## src/rtl/rsq_pkg.sv

```systemverilog
package rsq_pkg;

   typedef enum logic [2:0] {
      RSQ_RUN   = 3'd0,
      RSQ_DRAIN = 3'd1,
      RSQ_INTV  = 3'd2,
      RSQ_WAIT  = 3'd3,
      RSQ_CFG   = 3'd4
   } rsq_state_e;

   function automatic int rsq_max4(input int a, input int b, input int c, input int d);
      int m;
      m = a;
      if (b > m) m = b;
      if (c > m) m = c;
      if (d > m) m = d;
      return m;
   endfunction

endpackage

```

## src/rtl/rsq_sync.sv

```systemverilog
module rsq_sync #(
   parameter int STAGES  = 2,
   parameter bit RST_VAL = 1'b1
) (
   input  logic clk,
   input  logic rst_n,
   input  logic d,
   output logic q
);

   if (STAGES < 1) begin : g_bad_stages
      $error("rsq_sync: STAGES must be at least 1");
   end

   logic [STAGES-1:0] sh_q;

   if (STAGES == 1) begin : g_single
      always_ff @(posedge clk or negedge rst_n) begin
         if (!rst_n) sh_q <= RST_VAL;
         else        sh_q <= d;
      end
   end else begin : g_chain
      always_ff @(posedge clk or negedge rst_n) begin
         if (!rst_n) sh_q <= {STAGES{RST_VAL}};
         else        sh_q <= {sh_q[STAGES-2:0], d};
      end
   end

   assign q = sh_q[STAGES-1];

endmodule

```

## src/rtl/rsq_len_meter.sv

```systemverilog
module rsq_len_meter #(
   parameter int MIN_LOW_CLK   = 2,
   parameter int SHORT_MAX_CLK = 519
) (
   input  logic clk,
   input  logic rst_n,
   input  logic arm,
   input  logic low,
   input  logic hold,
   output logic det_hit,
   output logic is_long
);

   localparam int LIMIT = SHORT_MAX_CLK + 1;
   localparam int CW    = $clog2(LIMIT + 1);

   if (MIN_LOW_CLK < 1 || MIN_LOW_CLK > SHORT_MAX_CLK) begin : g_bad_min
      $error("rsq_len_meter: MIN_LOW_CLK must lie in 1..SHORT_MAX_CLK");
   end

   logic [CW-1:0] cnt_q;
   logic          frozen_q;
   logic          at_lim;
   logic [CW-1:0] cnt_inc;

   assign at_lim  = (cnt_q == CW'(LIMIT));
   assign cnt_inc = at_lim ? cnt_q : cnt_q + 1'b1;

   always_ff @(posedge clk or negedge rst_n) begin
      if (!rst_n) begin
         cnt_q    <= '0;
         frozen_q <= 1'b1;
      end else if (arm) begin
         cnt_q    <= low ? cnt_inc : '0;
         frozen_q <= 1'b0;
      end else if (!low) begin
         frozen_q <= 1'b1;
      end else if (!frozen_q && !hold) begin
         cnt_q    <= cnt_inc;
      end
   end

   assign det_hit = arm && low && (cnt_q == CW'(MIN_LOW_CLK - 1));
   assign is_long = at_lim;

endmodule

```

## src/rtl/rsq_fsm.sv

```systemverilog
module rsq_fsm
   import rsq_pkg::*;
#(
   parameter int DRAIN_CLK         = 6,
   parameter int INTERVAL_CLK      = 512,
   parameter int CFG_DELAY_CLK     = 4,
   parameter int CFG_DELAY_BYP_CLK = 3
) (
   input  logic       clk,
   input  logic       rst_n,
   input  logic       det_hit,
   input  logic       pin_s,
   input  logic       pll_bypass,
   input  logic       eoi,
   output rsq_state_e state,
   output logic       seq_start,
   output logic       exit_go,
   output logic       latch_go,
   output logic       core_release,
   output logic       rst_out_n
);

   localparam int MAXT = rsq_max4(DRAIN_CLK, INTERVAL_CLK, CFG_DELAY_CLK, CFG_DELAY_BYP_CLK);
   localparam int TW   = (MAXT > 1) ? $clog2(MAXT) : 1;

   if (DRAIN_CLK < 1 || INTERVAL_CLK < 1 || CFG_DELAY_CLK < 1 || CFG_DELAY_BYP_CLK < 1) begin : g_bad_time
      $error("rsq_fsm: every phase length must be at least 1 clock");
   end

   rsq_state_e st_q, st_d;
   logic [TW-1:0] tmr_q, tmr_d;
   logic [TW-1:0] cfg_dly;

   assign cfg_dly   = pll_bypass ? TW'(CFG_DELAY_BYP_CLK - 1) : TW'(CFG_DELAY_CLK - 1);
   assign seq_start = (st_q == RSQ_RUN) && det_hit;
   assign exit_go   = (st_q == RSQ_WAIT) && pin_s;
   assign latch_go  = (st_q == RSQ_CFG) && (tmr_q == '0);

   always_comb begin
      st_d  = st_q;
      tmr_d = (tmr_q == '0) ? tmr_q : tmr_q - 1'b1;
      unique case (st_q)
         RSQ_RUN: begin
            if (seq_start) begin
               st_d  = RSQ_DRAIN;
               tmr_d = TW'(DRAIN_CLK - 1);
            end
         end
         RSQ_DRAIN: begin
            if (tmr_q == '0) begin
               st_d  = RSQ_INTV;
               tmr_d = TW'(INTERVAL_CLK - 1);
            end
         end
         RSQ_INTV: begin
            if (tmr_q == '0) st_d = RSQ_WAIT;
         end
         RSQ_WAIT: begin
            if (exit_go) begin
               st_d  = RSQ_CFG;
               tmr_d = cfg_dly;
            end
         end
         RSQ_CFG: begin
            if (latch_go) st_d = RSQ_RUN;
         end
         default: begin
            st_d  = RSQ_RUN;
            tmr_d = '0;
         end
      endcase
   end

   always_ff @(posedge clk or negedge rst_n) begin
      if (!rst_n) begin
         st_q         <= RSQ_RUN;
         tmr_q        <= '0;
         core_release <= 1'b0;
         rst_out_n    <= 1'b0;
      end else begin
         st_q         <= st_d;
         tmr_q        <= tmr_d;
         core_release <= latch_go;
         if (seq_start)                    rst_out_n <= 1'b0;
         else if (st_q == RSQ_RUN && eoi)  rst_out_n <= 1'b1;
      end
   end

   assign state = st_q;

endmodule

```

## src/rtl/rsq_cfg_latch.sv

```systemverilog
module rsq_cfg_latch #(
   parameter int CFG_W = 16
) (
   input  logic             clk,
   input  logic             rst_n,
   input  logic             load,
   input  logic [CFG_W-1:0] port,
   output logic [CFG_W-1:0] word
);

   if (CFG_W < 1) begin : g_bad_w
      $error("rsq_cfg_latch: CFG_W must be at least 1");
   end

   always_ff @(posedge clk or negedge rst_n) begin
      if (!rst_n)    word <= '0;
      else if (load) word <= port;
   end

endmodule

```

## src/rtl/rsq_reset_seq.sv

```systemverilog
module rsq_reset_seq
   import rsq_pkg::*;
#(
   parameter int SYNC_STAGES       = 2,
   parameter int MIN_LOW_CLK       = 2,
   parameter int DRAIN_CLK         = 6,
   parameter int INTERVAL_CLK      = 512,
   parameter int SHORT_MAX_CLK     = 519,
   parameter int CFG_DELAY_CLK     = 4,
   parameter int CFG_DELAY_BYP_CLK = 3,
   parameter int CFG_W             = 16
) (
   input  logic             clk,
   input  logic             por_n,
   input  logic             rst_pin_n,
   input  logic             lvl_pin,
   input  logic             pll_bypass,
   input  logic             bdr_set,
   input  logic             eoi,
   input  logic [CFG_W-1:0] cfg_port,
   output logic             rst_pull,
   output logic             io_hiz,
   output logic             core_hold,
   output logic             drain_active,
   output logic             rst_out_n,
   output logic             core_release,
   output logic [CFG_W-1:0] cfg_word,
   output logic             sync_exit,
   output logic             last_long,
   output logic             bdr_en
);

   if (SYNC_STAGES < 2) begin : g_bad_sync
      $error("rsq_reset_seq: SYNC_STAGES must be at least 2");
   end

   logic       pin_s, lvl_s;
   logic       det_hit, meter_long;
   rsq_state_e state;
   logic       seq_start, exit_go, latch_go;
   logic       pull_arm_q, pull_kill_q;
   logic       in_drain_or_intv;

   rsq_sync #(.STAGES(SYNC_STAGES), .RST_VAL(1'b1)) i_pin_sync (
      .clk(clk), .rst_n(por_n), .d(rst_pin_n), .q(pin_s));

   rsq_sync #(.STAGES(SYNC_STAGES), .RST_VAL(1'b1)) i_lvl_sync (
      .clk(clk), .rst_n(por_n), .d(lvl_pin), .q(lvl_s));

   rsq_len_meter #(.MIN_LOW_CLK(MIN_LOW_CLK), .SHORT_MAX_CLK(SHORT_MAX_CLK)) i_meter (
      .clk(clk), .rst_n(por_n), .arm(state == RSQ_RUN), .low(!pin_s), .hold(rst_pull),
      .det_hit(det_hit), .is_long(meter_long));

   rsq_fsm #(
      .DRAIN_CLK(DRAIN_CLK), .INTERVAL_CLK(INTERVAL_CLK),
      .CFG_DELAY_CLK(CFG_DELAY_CLK), .CFG_DELAY_BYP_CLK(CFG_DELAY_BYP_CLK)
   ) i_fsm (
      .clk(clk), .rst_n(por_n), .det_hit(det_hit), .pin_s(pin_s),
      .pll_bypass(pll_bypass), .eoi(eoi), .state(state), .seq_start(seq_start),
      .exit_go(exit_go), .latch_go(latch_go), .core_release(core_release),
      .rst_out_n(rst_out_n));

   rsq_cfg_latch #(.CFG_W(CFG_W)) i_cfg (
      .clk(clk), .rst_n(por_n), .load(latch_go), .port(cfg_port), .word(cfg_word));

   assign in_drain_or_intv = (state == RSQ_DRAIN) || (state == RSQ_INTV);

   always_ff @(posedge clk or negedge por_n) begin
      if (!por_n) begin
         bdr_en      <= 1'b0;
         pull_arm_q  <= 1'b0;
         pull_kill_q <= 1'b0;
         last_long   <= 1'b1;
         sync_exit   <= 1'b0;
      end else begin
         if (seq_start) begin
            pull_arm_q  <= bdr_en;
            bdr_en      <= 1'b0;
            pull_kill_q <= 1'b0;
         end else begin
            if (state == RSQ_RUN && bdr_set) bdr_en <= 1'b1;
            if (in_drain_or_intv && !lvl_s)  pull_kill_q <= 1'b1;
         end
         if (exit_go) begin
            last_long <= meter_long;
            sync_exit <= lvl_s;
         end
      end
   end

   assign rst_pull     = (state == RSQ_INTV) && pull_arm_q && !pull_kill_q && lvl_s;
   assign io_hiz       = (state != RSQ_RUN);
   assign core_hold    = (state != RSQ_RUN);
   assign drain_active = (state == RSQ_DRAIN);

endmodule

```

## config.mk

```make
export PLATFORM = sky130hd
export DESIGN_NAME = rsq_reset_seq
export DESIGN_NICKNAME = d
export VERILOG_FILES = /design/src/rtl/rsq_pkg.sv /design/src/rtl/rsq_sync.sv /design/src/rtl/rsq_len_meter.sv /design/src/rtl/rsq_fsm.sv /design/src/rtl/rsq_cfg_latch.sv /design/src/rtl/rsq_reset_seq.sv
export SDC_FILE = /design/constraint.sdc
export NUM_CORES = 1
export LEC_CHECK = 0
export ABC_AREA = 1
export BUFFER_PORTS_ARGS = -buffer_cell sky130_fd_sc_hd__buf_2
export CAP_MARGIN = 20
export CORE_MARGIN = 5
export CORE_UTILIZATION = 60
export CTS_CLUSTER_DIAMETER = 40
export DETAILED_ROUTE_END_ITERATION = 10
export HOLD_SLACK_MARGIN = 0.03
export MAX_ROUTING_LAYER = met4
export PLACE_DENSITY = 0.92
export SETUP_SLACK_MARGIN = 0.1
export SLEW_MARGIN = 20
export SYNTH_ARGS = -nofsm -noshare
export SYNTH_HDL_FRONTEND = slang
export SYNTH_SLANG_ARGS = --single-unit
```

## constraint.sdc

```tcl
create_clock -name clk -period 2.6 [get_ports clk]
set_input_delay 0.13 -clock clk [delete_from_list [all_inputs] [get_ports clk]]
set_output_delay 0.13 -clock clk [all_outputs]
set_load 0.05 [all_outputs]
```

## After elaboration in Yosys (flattened, before gate mapping)

Cells that the tools add are included.

- Bits in registers: 50
- Bits of input ports: 23
- Output and inout bits: 25
- Word-level logic and storage cells: 82

- Add/subtract/negate cells: 2
- Equal/unequal tests: 12
- Multiplexer cells: 25
- Reduce and logical (&&, ||, !) cells: 29

Operators with widths:

| cell | count |
|---|---|
| 10-bit two-way mux | 5 |
| 9-bit two-way mux | 4 |
| 9-bit case mux with 4 select lines | 1 |
| 3-bit two-way mux | 5 |
| 3-bit case mux with 5 select lines | 1 |
| 1-bit logical AND | 12 |
| 10-bit by 1-bit adder with 10-bit output, second input constant | 1 |
| 10-bit by 1-bit equality test with 1-bit output, second input constant | 1 |
| 10-bit equality test, second input constant | 1 |
| 2-bit by 1-bit inequality test with 1-bit output, second input constant | 5 |
| 2-bit nonzero test | 5 |
| 9-bit logical NOT | 1 |
| 1-bit two-way mux | 9 |
| 9-bit by 1-bit subtractor with 9-bit output, second input constant | 1 |
| 3-bit by 2-bit equality test with 1-bit output, second input constant | 2 |
| 1-bit logical NOT | 5 |
| 5-bit AND reduction | 1 |
| 3-bit by 1-bit equality test with 1-bit output, second input constant | 1 |
| 3-bit equality test, second input constant | 1 |
| 3-bit logical NOT | 1 |
| 3-bit nonzero test | 1 |
| 2-bit inequality test, second input constant | 1 |
| 2-bit AND reduction | 1 |
| 2-bit OR reduction | 1 |
| 1-bit logical OR | 1 |

## Depth between registers and ports, before layout

- Depth in word-level cells: 9
- Mapped depth: 10
- Depth with buffers taken out: 10

## Cells and area by module

A second synthesis with hierarchy kept.

- Cells, all modules: 357
- Area total of the unflattened synthesis: 2750.1 µm²

By module, submodules not included:

| module | times used | cells an instance | area an instance (µm²) | seq. area each (µm²) |
|---|---|---|---|---|
| rsq_fsm | 1 | 146 | 975.9 | 350.3 |
| rsq_len_meter | 1 | 111 | 779.5 | 276.5 |
| rsq_cfg_latch | 1 | 68 | 644.4 | 400.4 |
| rsq_reset_seq | 1 | 28 | 245.2 | 126.4 |
| rsq_sync | 2 | 2 | 52.6 | 52.6 |

## Worst setup path before layout

OpenSTA, ideal clock, no wires.

- Kind: register -> register
- Start: register i_fsm.tmr_q[0]
- End: register i_fsm.tmr_q[0]
- Setup time: 0.070 ns
- Arrival time: 1.577 ns
- Required time: 2.530 ns
- Path slack: 0.953 ns
- Cell stages (with the launch flop): 9
- Buffers on the path: 0
- Clock period less this slack: 1.647 ns
- Cells stage by stage: dfrtp_1 inv_1 ha_1 nand2_1 nor2_2 nand2_1 ha_1 or2_2 nand4_1

- Cells in the longest elaborated chain, start to end: 4

Ends and longest elaborated chain:

| item | RTL line | source |
|---|---|---|
| start: declaration | rsq_fsm.sv:31 | `logic [TW-1:0] tmr_q, tmr_d;` |
| start signal: assignment | rsq_fsm.sv:82 | `tmr_q <= tmr_d;` |
| 9-bit by 1-bit subtractor with 9-bit output / 9-bit logical NOT (equally long branches) | rsq_fsm.sv:41, rsq_fsm.sv:50 |  |
| 9-bit two-way mux | rsq_fsm.sv:41 | `tmr_d = (tmr_q == '0) ? tmr_q : tmr_q - 1'b1;` |
| 9-bit two-way mux, on equally long branches | rsq_fsm.sv:59, rsq_fsm.sv:44, rsq_fsm.sv:50 |  |
| 9-bit case mux with 4 select lines (*) | rsq_fsm.sv:42 | `unique case (st_q)` |
| net i_fsm.tmr_d[0] | rsq_fsm.sv:31 |  |

Mark *: on every way through the listed nets, which the timed path passes. The rest lies on a longest branch.
A chain may end at the register's enable or synchronous reset.

## Final worst setup path

- Start: register i_fsm.tmr_q[0]
- End: register i_cfg.word[0]

- Cells in the longest elaborated chain, start to end: 2

Ends and longest elaborated chain:

| item | RTL line | source |
|---|---|---|
| 9-bit logical NOT | rsq_fsm.sv:37 | `assign latch_go = (st_q == RSQ_CFG) && (tmr_q == '0);` |
| 1-bit logical AND | rsq_fsm.sv:37 |  |
| end signal: assignment | rsq_cfg_latch.sv:17 | `else if (load) word <= port;` |
| end: declaration | rsq_cfg_latch.sv:8 | `output logic [CFG_W-1:0] word` |

No other way between the ends.

==> reports/results.txt <==
Share of the synthesized area in compound gates (AO/OA/AOI/OAI) -> 5.16%
Setup crit end kind -> flip-flop
Arrival time reported for the critical path endpoint -> 2190 ps
Unrepaired setup endpoints after global routing -> false
Fin crit share -> 75.1%
Launch point of the critical path -> i_fsm.tmr_q[0]$_DFF_PN0_
Synth Area in Simple Gates -> 36.6%
Clock Sink Count -> 50
CP max stage cell -> dfrtp_1
Number of cells on the worst reg-to-reg path -> 8
Gr usage total -> 26.0%
Largest net degree at the start of global routing -> 40
Final hold violation count -> 0
Relative slew margins -> 67.7%
Clock Latency Late Sink -> 310 ps
Number of nets still failing antenna checks after routing -> 0
Root buffer cell -> clkbuf_8
TritonCTS clock tree -> built
Mapped Cells -> 355
Largest fanout on the critical path -> 17
Post-synthesis sequential element count -> 50
Total wire length after detailed routing -> 7.24 mm
Adder and majority cell fraction of the synthesized area -> 2.79%
Post-CTS setup-driven buffer insertion count -> 0
Hold Startpoint -> cfg_port[10]
Relative contribution of combinational cells to total power -> 54.9%
Critical-path cell list -> inv_1 > ha_1 > nand2_1 > nor2_2 > nand4_4 > inv_2 > nand2_1 > nand2_1
Result of the run -> finished, final reports clean
Number of antenna violations at the first check in global routing -> 0
Area of the core -> 0.00435 mm2
Max-Cap Viols -> 0
Die area -> 0.00593 mm2
Number of buffers inserted by port buffering -> 47
Type of the most critical hold path -> primary input to flip-flop
Post-synth design cell area -> 0.00269 mm2
Drt pass-1 iters -> 5
Number of non-filler instances in the completed layout -> 473
Effective utilization at floorplan -> 61.8%
Synth Net Count -> 384
Multiplexer share of the synthesized area -> 0%
Antenna Diode Count -> 0
Quantity of hold-fixing buffers added after cts -> 14
Setup TNS Final -> 0 ps
Part of the Yosys area used for sequential elements -> 46.7%
Vias after detailed routing -> 2665
FMAX -> 512 MHz
Total internal power -> 1.93 mW
Lkg Pwr -> 1.75 nW
Weighted congestion at the end of routability-driven global placement -> 0.937
Most repeated library cell on the critical path -> nand2_1
Most frequent cells in the layout -> nand2_1 (137), buf_2 (47), dfrtp_1 (44)
Xor/xnor cell area share of the yosys netlist -> 0.651%
Core Rows -> 24
Capturing instance or port of the critical path -> i_cfg.word[0]$_DFFE_PN0P_
Largest family of logic cells by synthesized area -> simple AND/OR/NAND/NOR gates
Filler instances -> 262
Category of the worst setup path launch point -> flip-flop
Post-detailed-route wirelength per cell -> 15.3 um
Number of CTS-inserted buffers -> 5
Initial DRC count -> 258
DRC violation count after routing -> 0
Worst reg2reg startpoint -> i_fsm.tmr_q[0]$_DFF_PN0_
Reported net switching power -> 2.09 mW
Share of final-layout standard cells stronger than drive strength 1 -> 19.7%
Max VDD drop -> 0.000813 V
Die extent in x -> 77.0 um
Final nets -> 449
Cell Pwr Density -> 1250 mW/mm2
Via count normalized by instance count -> 5.63
Class of the most critical setup path -> flip-flop to flip-flop
Number of cells upsized or downsized after cts -> 0
Total half-perimeter wirelength after legalization and detailed placement -> 4.50 mm
RR Endpoint -> i_cfg.word[0]$_DFFE_PN0P_
Highest cell delay on the worst timing path -> 390 ps
Setup-failing EPs final -> 0
Count of yosys warnings during synthesis -> 0
Switching power as a share of total power -> 52.0%
Boundary pin count -> 48
Post-Place Cells -> 451
Layout area overhead -> 19.7%
Number of pins with negative max-slew slack in the final report -> 0
Clock-pin slew of the registers on the worst-case setup and hold paths -> 90 ps
Sequential group share of total power -> 31.4%
Grt total ovfl -> 0
Vias in the first global route -> 2665
Final critical delay including setup and external delays -> 1950 ps
Die height -> 77.0 um
CTS Buffer Depth -> 2
Actual transition at the worst max-transition pin -> 484 ps
Final setup skew -> 6.83 ps
Part of the total power dissipated in the clock network -> 13.7%
Global-route wire length before repair -> 12.2 mm
Distinct cell type count after synthesis -> 33
Setup slack of the worst register-to-register path -> 650 ps
Required time at the worst-slack endpoint -> 2840 ps
Final-layout worst hold slack -> 35.0 ps
Total number of H-tree levels -> 2
Commonest non-fill, non-tap cell in the layout -> nand2_1
Post-Synthesis Mean Instance Area -> 7.58 um2
## layout make-up
| type | count | area (um2) | share of cell area (%) |
|---|---|---|---|
| clock buffers | 6 | 72.6 | 2.25 |
| clock inverters | 2 | 37.5 | 1.17 |
| inverters | 50 | 188 | 5.83 |
| multi-input cells | 251 | 1220 | 37.8 |
| flip-flops and latches | 50 | 1260 | 39.1 |
| well taps | 52 | 65.1 | 2.02 |
| repair buffers | 62 | 383 | 11.9 |
## flip-flops by register name, indices dropped and copies added, names as in the netlist, 2 cells and up
register / count
i_cfg.word: 16
i_meter.cnt_q: 10
i_fsm.tmr_q: 9
i_pin_sync.sh_q: 2
i_lvl_sync.sh_q: 2
i_fsm.state: 3
## through the flow
stage / power, mW / instance area, um2 / utilization (%) / setup WS, ps
6_report: 4.03 / 3220 / 74.0 / 648
5_1_grt: 4.28 / 3220 / 74.0 / 515
4_1_cts: 3.93 / 3220 / 74.0 / 717
3_5_place_dp: 3.36 / 2970 / 68.2 / 741
3_3_place_gp: 3.28 / 2970 / 68.2 / 876
2_1_floorplan: 2.88 / 2690 / - / 953
## metal layers
layer | track usage, % | up-vias | routed length, um
li1 | - | 1234 | -
met1 | 31.1 | 1251 | 2840
met2 | 43.0 | 152 | 3620
met3 | 5.04 | 28 | 530
met4 | 10.7 | 0 | 240
met5 | - | - | 0
## synth_stat cells
master    instances  area share [%]
ha_1              6             2.8
o21bai_4          1            0.70
o211ai_1          1            0.28
nand4_1           8             1.9
nand3_2           2            0.74
nor2_2            1            0.23
o21ai_1           2            0.37
nand3_1          29             5.4
nor2_8            1            0.74
nand2_4           2            0.84
xor2_1            2            0.65
inv_1            43             6.0
dfstp_2           6             5.9
a21oi_1           7             1.3
buf_4             1            0.28
a21oi_2           1            0.33
o21ai_0           7             1.3
nand3b_1          1            0.28
nor3_1            2            0.37
buf_2             2            0.37
nand4_4           1            0.79
or2_0             1            0.23
dfrtp_1          44              41
or2_2             1            0.23
a21boi_0          1            0.28
o21ai_2           1            0.33
nor2_1           31             4.3
buf_6             1            0.42
nand2_1         137              19
nor2_4            3             1.3
nand2_2           1            0.23
inv_2             7            0.98
o21bai_1          1            0.28
## cells by family after synthesis
family / after synthesis
buf+inv: 54
xor+xnor: 2
compound gates: 22
fa+ha+maj: 6
flops: 50
simple gates: 221
## how the worst min path moves through the flow
stage	cells after the start	slack (ps)	to
after floorplan	0	-170	bdr_en$_DFFE_PN0P_
after global placement	1	20	i_meter.cnt_q[2]$_DFFE_PN0P_
after detailed placement	1	20	i_meter.cnt_q[2]$_DFFE_PN0P_
after CTS	3	30	i_cfg.word[7]$_DFFE_PN0P_
after global routing	3	30	i_cfg.word[10]$_DFFE_PN0P_
final	3	30	i_cfg.word[10]$_DFFE_PN0P_
## critical path: cells and delay by family (launching register included)
kind / cells / cell delay, ps
AND/OR/NAND/NOR: 5 / 780
adder cells (fa/ha/maj): 1 / 200
flip-flops: 1 / 390
buffers and inverters: 2 / 500
## power by group through the flow
stage / combinational [mW] / clock [mW] / sequential (mW)
after floorplan: 1.21 / 0 / 1.67
after global placement: 2.04 / 0 / 1.24
after detailed placement: 2.11 / 0 / 1.25
after CTS: 2.15 / 0.545 / 1.24
after global routing: 2.40 / 0.583 / 1.29
final: 2.21 / 0.551 / 1.26
No activity file was read; power rests on OpenSTA's default activity.
